<file path="config.mk">
export PLATFORM = sky130hd
export DESIGN_NAME = dram_na_remap
export DESIGN_NICKNAME = d
export VERILOG_FILES = /design/src/rtl/na_remap_pkg.sv /design/src/rtl/hash_cfg_regs.sv /design/src/rtl/dram_dehash.sv /design/src/rtl/na_pack.sv /design/src/rtl/dram_na_remap.sv
export SDC_FILE = /design/constraint.sdc
export NUM_CORES = 1
export LEC_CHECK = 0
export CAP_MARGIN = 10
export CORE_MARGIN = 4
export CORE_UTILIZATION = 50
export DETAILED_ROUTE_END_ITERATION = 6
export PLACE_DENSITY = 0.76
export SLEW_MARGIN = 5
export SYNTH_ARGS = -nofsm -noshare
export SYNTH_HDL_FRONTEND = slang
export SYNTH_SLANG_ARGS = --single-unit
export TNS_END_PERCENT = 10
</file>
<file path="constraint.sdc">
create_clock -name clk -period 3.1 [get_ports clk]
set_input_delay 0.31 -clock clk [delete_from_list [all_inputs] [get_ports clk]]
set_output_delay 0.31 -clock clk [all_outputs]
set_load 0.05 [all_outputs]
</file>
<file path="src/rtl/na_remap_pkg.sv">
package na_remap_pkg;
  localparam int COL_W    = 5;
  localparam int BANK_W   = 4;
  localparam int ROW_W    = 15;
  localparam int SID_W    = 2;
  localparam int CMASK_W  = 13;
  localparam int RMASK_W  = 18;
  localparam int BXOR_W   = 6;
  localparam int CFG_W    = 1 + CMASK_W + RMASK_W;
  localparam int IDX_W    = 3;
  localparam int NA_ROW_W = 14;
  localparam int ZERO_W   = 5;
  localparam int IN_W     = 1 + COL_W + BANK_W + ROW_W + 1 + SID_W;
  localparam int OUT_W    = ZERO_W + COL_W + 1 + BANK_W + NA_ROW_W + SID_W;
  localparam int EXT_W    = SID_W + 1 + BANK_W;
  localparam int PC_IDX   = BANK_W;
  localparam int BXOR_IDX = BANK_W + 1;

  typedef struct packed {
    logic               en;
    logic [CMASK_W-1:0] cmask;
    logic [RMASK_W-1:0] rmask;
  } hash_cfg_t;

  typedef struct packed {
    logic [SID_W-1:0]  sid;
    logic              pc;
    logic [ROW_W-1:0]  row;
    logic [BANK_W-1:0] bank;
    logic [COL_W-1:0]  col;
  } dram_fields_t;

  function automatic hash_cfg_t unpack_cfg(input logic [CFG_W-1:0] w);
    hash_cfg_t c;
    c.en    = w[0];
    c.cmask = w[CMASK_W:1];
    c.rmask = w[CFG_W-1:CMASK_W+1];
    return c;
  endfunction
endpackage

</file>
<file path="src/rtl/hash_cfg_regs.sv">
module hash_cfg_regs
  import na_remap_pkg::*;
(
  input  logic                       clk,
  input  logic                       rst,
  input  logic                       we,
  input  logic [IDX_W-1:0]           idx,
  input  logic [CFG_W-1:0]           wdata,
  output hash_cfg_t                  bank_cfg [BANK_W],
  output hash_cfg_t                  pc_cfg,
  output logic [BXOR_W-1:0]          bxor_mask
);
  for (genvar i = 0; i < BANK_W; i++) begin : g_bank
    always_ff @(posedge clk) begin
      if (rst)                                  bank_cfg[i] <= '0;
      else if (we && idx == IDX_W'(i))          bank_cfg[i] <= unpack_cfg(wdata);
    end
  end

  always_ff @(posedge clk) begin
    if (rst) begin
      pc_cfg    <= '0;
      bxor_mask <= '0;
    end else if (we) begin
      if (idx == IDX_W'(PC_IDX))   pc_cfg    <= unpack_cfg(wdata);
      if (idx == IDX_W'(BXOR_IDX)) bxor_mask <= wdata[BXOR_W-1:0];
    end
  end

  // a pseudochannel write lands in the following cycle
  assert_cfg_pc_R7: assert property (@(posedge clk) disable iff (rst)
    we && idx == IDX_W'(PC_IDX) |=> pc_cfg.en == $past(wdata[0]) &&
                                     pc_cfg.rmask == $past(wdata[CFG_W-1:CMASK_W+1]));
  // out-of-range indices leave the mask registers untouched
  assert_cfg_ignore_R7: assert property (@(posedge clk) disable iff (rst)
    we && idx > IDX_W'(BXOR_IDX) |=> $stable(bxor_mask) && $stable(pc_cfg));
endmodule

</file>
<file path="src/rtl/dram_dehash.sv">
module dram_dehash
  import na_remap_pkg::*;
(
  input  dram_fields_t      f,
  input  hash_cfg_t         bank_cfg [BANK_W],
  input  hash_cfg_t         pc_cfg,
  input  logic [BXOR_W-1:0] bxor_mask,
  output logic [BANK_W-1:0] bank_fix,
  output logic              pc_fix
);
  logic [CMASK_W-1:0] col_ext;
  logic [RMASK_W-1:0] row_ext;
  logic [EXT_W-1:0]   bank_ext;

  assign col_ext = CMASK_W'(f.col);
  assign row_ext = RMASK_W'(f.row);

  for (genvar i = 0; i < BANK_W; i++) begin : g_bit
    logic flip;
    assign flip        = (^(col_ext & bank_cfg[i].cmask)) ^ (^(row_ext & bank_cfg[i].rmask));
    assign bank_fix[i] = f.bank[i] ^ (bank_cfg[i].en & flip);
  end

  // corrected bank bits first, then stack bits two places above them
  assign bank_ext = {f.sid, 1'b0, bank_fix};

  logic pc_flip;
  assign pc_flip = (^(col_ext & pc_cfg.cmask)) ^ (^(row_ext & pc_cfg.rmask)) ^
                   (^(bank_ext & EXT_W'(bxor_mask)));
  assign pc_fix  = f.pc ^ (pc_cfg.en & pc_flip);
endmodule

</file>
<file path="src/rtl/na_pack.sv">
module na_pack
  import na_remap_pkg::*;
(
  input  dram_fields_t      f,
  input  logic [BANK_W-1:0] bank,
  input  logic              pc,
  output logic [OUT_W-1:0]  na
);
  always_comb begin
    na = {f.sid, f.row[NA_ROW_W-1:0], f.col[4], bank[1:0], bank[3:2],
          f.col[3:2], pc, f.col[1:0], {ZERO_W{1'b0}}};
  end
endmodule

</file>
<file path="src/rtl/dram_na_remap.sv">
module dram_na_remap
  import na_remap_pkg::*;
(
  input  logic                 clk,
  input  logic                 rst,
  input  logic                 cfg_we,
  input  logic [2:0]           cfg_idx,
  input  logic [31:0]          cfg_wdata,
  input  logic                 in_valid,
  output logic                 in_ready,
  input  logic [27:0]          in_addr,
  output logic                 out_valid,
  input  logic                 out_ready,
  output logic [30:0]          out_addr,
  output logic [3:0]           out_bank,
  output logic                 out_pc
);
  hash_cfg_t         bank_cfg [BANK_W];
  hash_cfg_t         pc_cfg;
  logic [BXOR_W-1:0] bxor_mask;
  dram_fields_t      fields;
  logic [BANK_W-1:0] bank_fix;
  logic              pc_fix;
  logic [OUT_W-1:0]  na;
  logic              accept;

  assign fields = dram_fields_t'(in_addr[IN_W-1:1]);

  hash_cfg_regs u_regs (
    .clk(clk), .rst(rst), .we(cfg_we), .idx(cfg_idx), .wdata(cfg_wdata),
    .bank_cfg(bank_cfg), .pc_cfg(pc_cfg), .bxor_mask(bxor_mask)
  );

  dram_dehash u_dehash (
    .f(fields), .bank_cfg(bank_cfg), .pc_cfg(pc_cfg), .bxor_mask(bxor_mask),
    .bank_fix(bank_fix), .pc_fix(pc_fix)
  );

  na_pack u_pack (.f(fields), .bank(bank_fix), .pc(pc_fix), .na(na));

  assign in_ready = !out_valid || out_ready;
  assign accept   = in_valid && in_ready;

  always_ff @(posedge clk) begin
    if (rst)           out_valid <= 1'b0;
    else if (accept)   out_valid <= 1'b1;
    else if (out_ready) out_valid <= 1'b0;
  end

  always_ff @(posedge clk) begin
    if (accept) begin
      out_addr <= na;
      out_bank <= bank_fix;
      out_pc   <= pc_fix;
    end
  end

  // an accepted request shows up on the next cycle
  assert_latency_R8: assert property (@(posedge clk) disable iff (rst)
    in_valid && in_ready |=> out_valid);
  // a taken result with nothing new behind it clears the stage
  assert_drain_R8: assert property (@(posedge clk) disable iff (rst)
    out_valid && out_ready && !in_valid |=> !out_valid);
  // a stalled result holds
  assert_hold_R9: assert property (@(posedge clk) disable iff (rst)
    out_valid && !out_ready |=> out_valid && $stable(out_addr) &&
                                $stable(out_bank) && $stable(out_pc));
  // no intake while stalled
  assert_stall_R9: assert property (@(posedge clk) disable iff (rst)
    out_valid && !out_ready |-> !in_ready);
endmodule

</file>
==> flow_summary.json, run 1 <==
{
  "antenna_found_initial": 0,
  "swShare_pct": 25.0,
  "nets": 911,
  "synth.area.top_cells": "dfxtp_1, nand2_1, edfxtp_1",
  "critical_path_class": "primary input to flip-flop",
  "io_buffers": 88,
  "cts_hold_buffers": 0,
  "num_vias": 5570,
  "postRouteAntennaNets": 0,
  "clock_sinks": 137,
  "worstSetupStartpointType": "primary input",
  "tightest_slew_ns": 1.03,
  "layout-drive-gt1-share_pct": 10.4,
  "clock.fmax_mhz": 326,
  "slowest_delay_ns": 0.61,
  "r2r_cells": 11,
  "gp_congestion": 0.901,
  "vias_per_cell": 5.55,
  "diodes": 0,
  "ys_seq_elements": 137,
  "final_cell_mix": "nand2_1, dfxtp_1, a21oi_1, clkdlybuf4s50_1, xnor2_1",
  "drc": 0,
  "synth.top_cell.area_share_pct": 36.2,
  "clkLatencyLatePin_ns": 0.43,
  "path_clk_slew_ns": 0.06,
  "grt.total_usage_pct": 26.6,
  "crit_path_top_delay_cell": "clkdlybuf4s50_1",
  "skew_ns": 0.0201,
  "grt_max_degree": 73,
  "synth_area_per_cell_sq_um": 8.28,
  "setup_tns_ns": 0,
  "timing.final.crit_share_pct": 98.8,
  "maxSlewViolCount": 0,
  "power_frac_seq_pct": 42.5,
  "synthCells": 741,
  "avgRoutedWirePerCell_um": 18.6,
  "crit_arrival_ns": 3.23,
  "pwr-share-clk_pct": 45.5,
  "setup_viol": 0,
  "hpwl_um": 12500,
  "drt-initial-drc-count": 525,
  "wl_um": 18700,
  "die_h_um": 119,
  "cts_buffers": 17,
  "hold_viol_final": 0,
  "hold_depth": 1,
  "grt_pass1_wl_um": 28800,
  "power_leakage_nw": 2.89,
  "dr.pass1.iters": 5,
  "layout_commonest_cell": "nand2_1",
  "critical_path.max_fanout": 5,
  "combPwrFrac_pct": 12.0,
  "yosysWarnings": 0,
  "cts_tree": "yes",
  "gr-total-overflow": 0,
  "holdWs_ns": 0.172,
  "fin_util_pct": 66.6,
  "grt_pass1_vias": 5484,
  "status": "finished clean",
  "hold_path_class": "primary input to flip-flop",
  "syn_to_final_growth_pct": 30.4,
  "design_power_total_w": 0.00446,
  "root_buffer": "clkbuf_16",
  "irDropWorstVdd_uv": 304,
  "end_kind": "flip-flop",
  "clockBufferDepth": 2,
  "power_switching_w": 0.00111,
  "cpMostUsedCell": "xnor2_1",
  "dieArea_sq_um": 14100,
  "powerDensity_nw_per_um2": 557,
  "p_int_w": 0.00334,
  "netlist_area_sq_um": 6140,
  "cap_violations": 0,
  "relSlewSlack_pct": 31.3,
  "rows": 40,
  "synth.distinct_cells": 27,
  "h-tree-depth": 4,
  "core_area_sq_um": 12000,
  "yosysTopAreaCell": "dfxtp_1",
  "ys_seq_area_share_pct": 48.9,
  "die_x_um": 119,
  "initial_core_util_pct": 51.1,
  "period_needed_ns": 3.06,
  "boundaryPins": 106,
  "crit_path_cell_trace": "clkdlybuf4s50_1 > nand2_1 > xnor2_2 > xnor2_1 > xnor2_1 > xnor2_2 > and3b_1 > o21ai_1 > xnor3_1 > xnor3_1 > nand2_1 > xnor2_1",
  "cp_data_required_time_ns": 3.27
}
## sequential cells by signal, indices dropped and copies added, names as in the netlist
register and count:
out_addr 23, out_bank 3, out_valid 1, u_regs.bank_cfg 84, u_regs.bxor_mask 5, u_regs.pc_cfg 21
## through the flow
stage	cells	area (sq um)	setup slack [ns]
floorplan	745	6150	0.457
global placement	969	7270	-0.391
detailed placement	969	7270	-0.397
CTS	1001	7870	0.0201
global route	1003	8000	-0.0788
finish	1003	8000	0.0368
## worst max-delay path, delay by kind of cell
kind	cells	cell delay, ns
compound gates	1	0.14
xor+xnor	7	1.76
buf+inv	1	0.61
simple gates	3	0.40
## cell usage after synthesis
| master | count |
|---|---|
| xnor3_1 | 6 |
| xor2_1 | 21 |
| buf_4 | 10 |
| clkbuf_1 | 32 |
| o21ai_0 | 1 |
| a21oi_1 | 106 |
| nand2_1 | 316 |
| nand2b_1 | 3 |
| nor3_1 | 4 |
| o21ai_1 | 1 |
| xnor2_2 | 5 |
| xnor2_1 | 64 |
| edfxtp_1 | 26 |
| a21boi_1 | 1 |
| and2_1 | 2 |
| o21a_1 | 2 |
| nor2b_1 | 3 |
| or2_2 | 3 |
| nand2_2 | 2 |
| o21ai_2 | 1 |
| and3b_1 | 1 |
| inv_1 | 3 |
| nor2_1 | 8 |
| dfxtp_1 | 111 |
| mux2i_1 | 5 |
| nand3_1 | 3 |
| conb_1 | 1 |
## power groups by stage
stage	sequential [W]	clock, W	combinational, W
final	0.00189	0.00203	0.000536
after global routing	0.00190	0.00212	0.000563
after CTS	0.00189	0.00204	0.000521
after detailed placement	0.00193	0	0.000517
after global placement	0.00193	0	0.000509
after floorplan	0.00200	0	0.000210
## routing by layer
| layer | global-route usage (%) | part of all wire [%] |
|---|---|---|
| met4 | 13.0 | 3.0 |
| met3 | 6.75 | 10 |
| met1 | 32.7 | 38 |
| met5 | 0 | 0 |
| met2 | 43.4 | 49 |
## final timing paths
| kind | endpoint | slack (ns) | from |
|---|---|---|---|
| min reg2reg | u_regs.bank_cfg[107] | 0.45 | u_regs.bank_cfg[107] |
| min | out_addr[28] | 0.17 | in_addr[23] |
| max reg2reg | out_addr[7] | 0.10 | u_regs.bank_cfg[108] |
| max | out_addr[7] | 0.04 | in_addr[19] |
## repair_timing
action,in CTS,in global routing
buffers inserted,0,2
gates resized for setup,0,28
endpoints found under the setup margin,0,1
## final cells by class
cell class | count | area (sq um)
sequential | 137 | 3000
tap | 147 | 184
fill | 934 | 4010
inverter | 3 | 11.3
clock inverter | 10 | 83.8
multi-input combinational | 563 | 3020
clock buffer | 22 | 518
timing repair buffer | 121 | 1180
## cells by family (layout without fill, tap and decap cells)
kind of cell	Yosys count	in the layout	synth area share (%)
DFF	137	137	48.9
other	1	5	0.0611
AOI/OAI and AO/OA	112	112	9.32
buffers and inverters	45	156	3.36
muxes	5	5	0.816
xor gates and xnor gates	96	96	15.7
and+or+nand+nor	345	345	21.9
(Power assumes the default switching activity.)
==> run 2: changes to the inputs <==
Settings changed: CORE_UTILIZATION 50 to 45, PLACE_DENSITY 0.76 to 0.72, RECOVER_POWER set to 100.
Clock period 3.1 ns to 2.8 ns, I/O delays scaled along.
==> flow_summary.json, run 2 (same netlist as run 1, synthesis figures left out) <==
{
  "status": "finished, violations left",
  "violations": "max-capacitance violations, max-slew violations",
  "skew_ns": 0.00795,
  "grt_max_degree": 65,
  "fillCellCount": 1137,
  "path_clk_slew_ns": 0.06,
  "setup_tns_ns": 0,
  "tightest_slew_ns": 1.52,
  "initial_core_util_pct": 46.2,
  "boundaryPins": 106,
  "period_needed_ns": 2.74,
  "fin_ws_ns": 0.0591,
  "grt.total_usage_pct": 23.4,
  "final_cell_mix": "nand2_1, dfxtp_1, a21oi_1, xnor2_1, dlygate4sd3_1",
  "cts_tree": "yes",
  "hold_end": "out_addr[28]",
  "place_area_sq_um": 7410,
  "critical_path.max_fanout": 4,
  "power_leakage_nw": 2.87,
  "num_vias": 5404,
  "grt_pass1_wl_um": 28300,
  "post-route-cell-area_sq_um": 8130,
  "drt-initial-drc-count": 495,
  "layout_commonest_cell": "nand2_1",
  "postRouteAntennaNets": 0,
  "cp_data_required_time_ns": 2.98,
  "post-place-cells": 1013,
  "power_switching_w": 0.00121,
  "clkLatencyLatePin_ns": 0.42,
  "reg2reg_setup_slack_ns": 0.06,
  "root_buffer": "clkbuf_16",
  "maxSlewViolCount": 27,
  "vias_per_cell": 5.15,
  "gp_congestion": 0.867,
  "clock.fmax_mhz": 365,
  "critical_path_class": "primary input to flip-flop",
  "drc": 0,
  "clockBufferDepth": 2,
  "worstSetupStartpointType": "primary input",
  "dr.pass1.iters": 5,
  "layout-drive-gt1-share_pct": 11.9,
  "timing.final.crit_share_pct": 97.9,
  "core_area_sq_um": 13300,
  "largest_register": "u_regs.bank_cfg",
  "diodes": 0,
  "die_h_um": 125,
  "finalNonFillerCells": 1050,
  "p_int_w": 0.00370,
  "nets": 929,
  "clock_sinks": 137,
  "hold_viol_final": 0,
  "setup_viol": 0,
  "pre_cts_ws_ns": -0.617,
  "cts_buffers": 17,
  "grt_pass1_vias": 5111,
  "gr-total-overflow": 0,
  "rows": 42,
  "combPwrFrac_pct": 12.2,
  "reg_top3": "u_regs.bank_cfg x84, out_addr x23, u_regs.pc_cfg x21",
  "min_from": "in_addr[23]",
  "end_kind": "flip-flop",
  "wl_um": 18100,
  "irDropWorstVdd_uv": 419,
  "hold_depth": 1,
  "crit_arrival_ns": 2.92,
  "power_frac_seq_pct": 42.6,
  "fin_util_pct": 61.1,
  "hpwl_um": 12200,
  "cts_hold_buffers": 0,
  "hold_path_class": "primary input to flip-flop",
  "largest_reg_flops": 84,
  "swShare_pct": 24.6,
  "cap_violations": 1,
  "h-tree-depth": 4,
  "r2r_end": "out_addr[7]",
  "pwr-share-clk_pct": 45.2,
  "antenna_found_initial": 0,
  "io_buffers": 88,
  "relSlewSlack_pct": -1.62,
  "avgRoutedWirePerCell_um": 17.2,
  "r2r_start": "u_regs.bank_cfg[12]",
  "powerDensity_nw_per_um2": 605,
  "syn_to_final_growth_pct": 32.4,
  "die_x_um": 125,
  "r2r_cells": 11,
  "dieArea_sq_um": 15600
}
[run 2: per-layer routing]
| layer | global-route usage, % | wire length, um | vias up |
|---|---|---|---|
| li1 | - | - | 2595 |
| met1 | 30.9 | 7640 | 2563 |
| met2 | 37.6 | 8560 | 216 |
| met3 | 5.45 | 1440 | 30 |
| met4 | 8.32 | 448 | 0 |
| met5 | 0 | 0 | - |
[run 2: worst max-delay path: stages]
cell and delay [ns]:
dlygate4sd2_1 0.32, buf_4 0.16, nand2_1 0.06, xor2_1 0.23, xnor2_1 0.17, xnor3_1 0.46, xnor2_2 0.17, o21a_1 0.22
o21ai_2 0.14, xnor3_1 0.32, xnor3_1 0.21, nand2_1 0.06, xnor2_1 0.12
[run 2: area by class of cell]
class	count	area, sq um	share of cell area (%)
repair buffers	139	1220	15.0
clock inverters	8	92.6	1.14
multi-input cells	563	3080	37.9
flip-flops and latches	137	3000	37.0
clock buffers	24	492	6.05
inverters	3	11.3	0.139
well taps	176	220	2.71
[run 2: power by group through the flow]
stage	clock (W)	combinational, W	sequential [W]
4_1_cts	0.00223	0.000605	0.00210
6_report	0.00222	0.000600	0.00209
3_3_place_gp	0	0.000587	0.00213
3_5_place_dp	0	0.000592	0.00214
5_1_grt	0.00232	0.000633	0.00210
2_1_floorplan	0	0.000232	0.00221
[run 2: stage by stage]
| stage | hold WS, ns | power, W |
|---|---|---|
| final | 0.263 | 0.00491 |
| after global routing | 0.255 | 0.00505 |
| after CTS | 0.243 | 0.00493 |
| after detailed placement | 0.447 | 0.00273 |
| after global placement | 0.442 | 0.00272 |
| after floorplan | 0.379 | 0.00245 |
[run 2: timing repair]
action	in CTS	in global routing
buffers inserted	3	2
gates resized for setup	32	17
cloned	0	0
endpoints found under the setup margin	1	1
pin swaps	15	13
[run 2: how the worst max path moves through the flow]
stage / start / end / slack (ns)
finish: in_addr[4] / out_addr[7] / 0.06
CTS: in_addr[10] / out_addr[7] / 0.09
global placement: in_addr[3] / out_addr[7] / -0.59
global route: in_addr[4] / out_addr[7] / -0.005
detailed placement: in_addr[19] / out_addr[7] / -0.62
floorplan: u_regs.bank_cfg[107] / out_addr[7] / 0.16
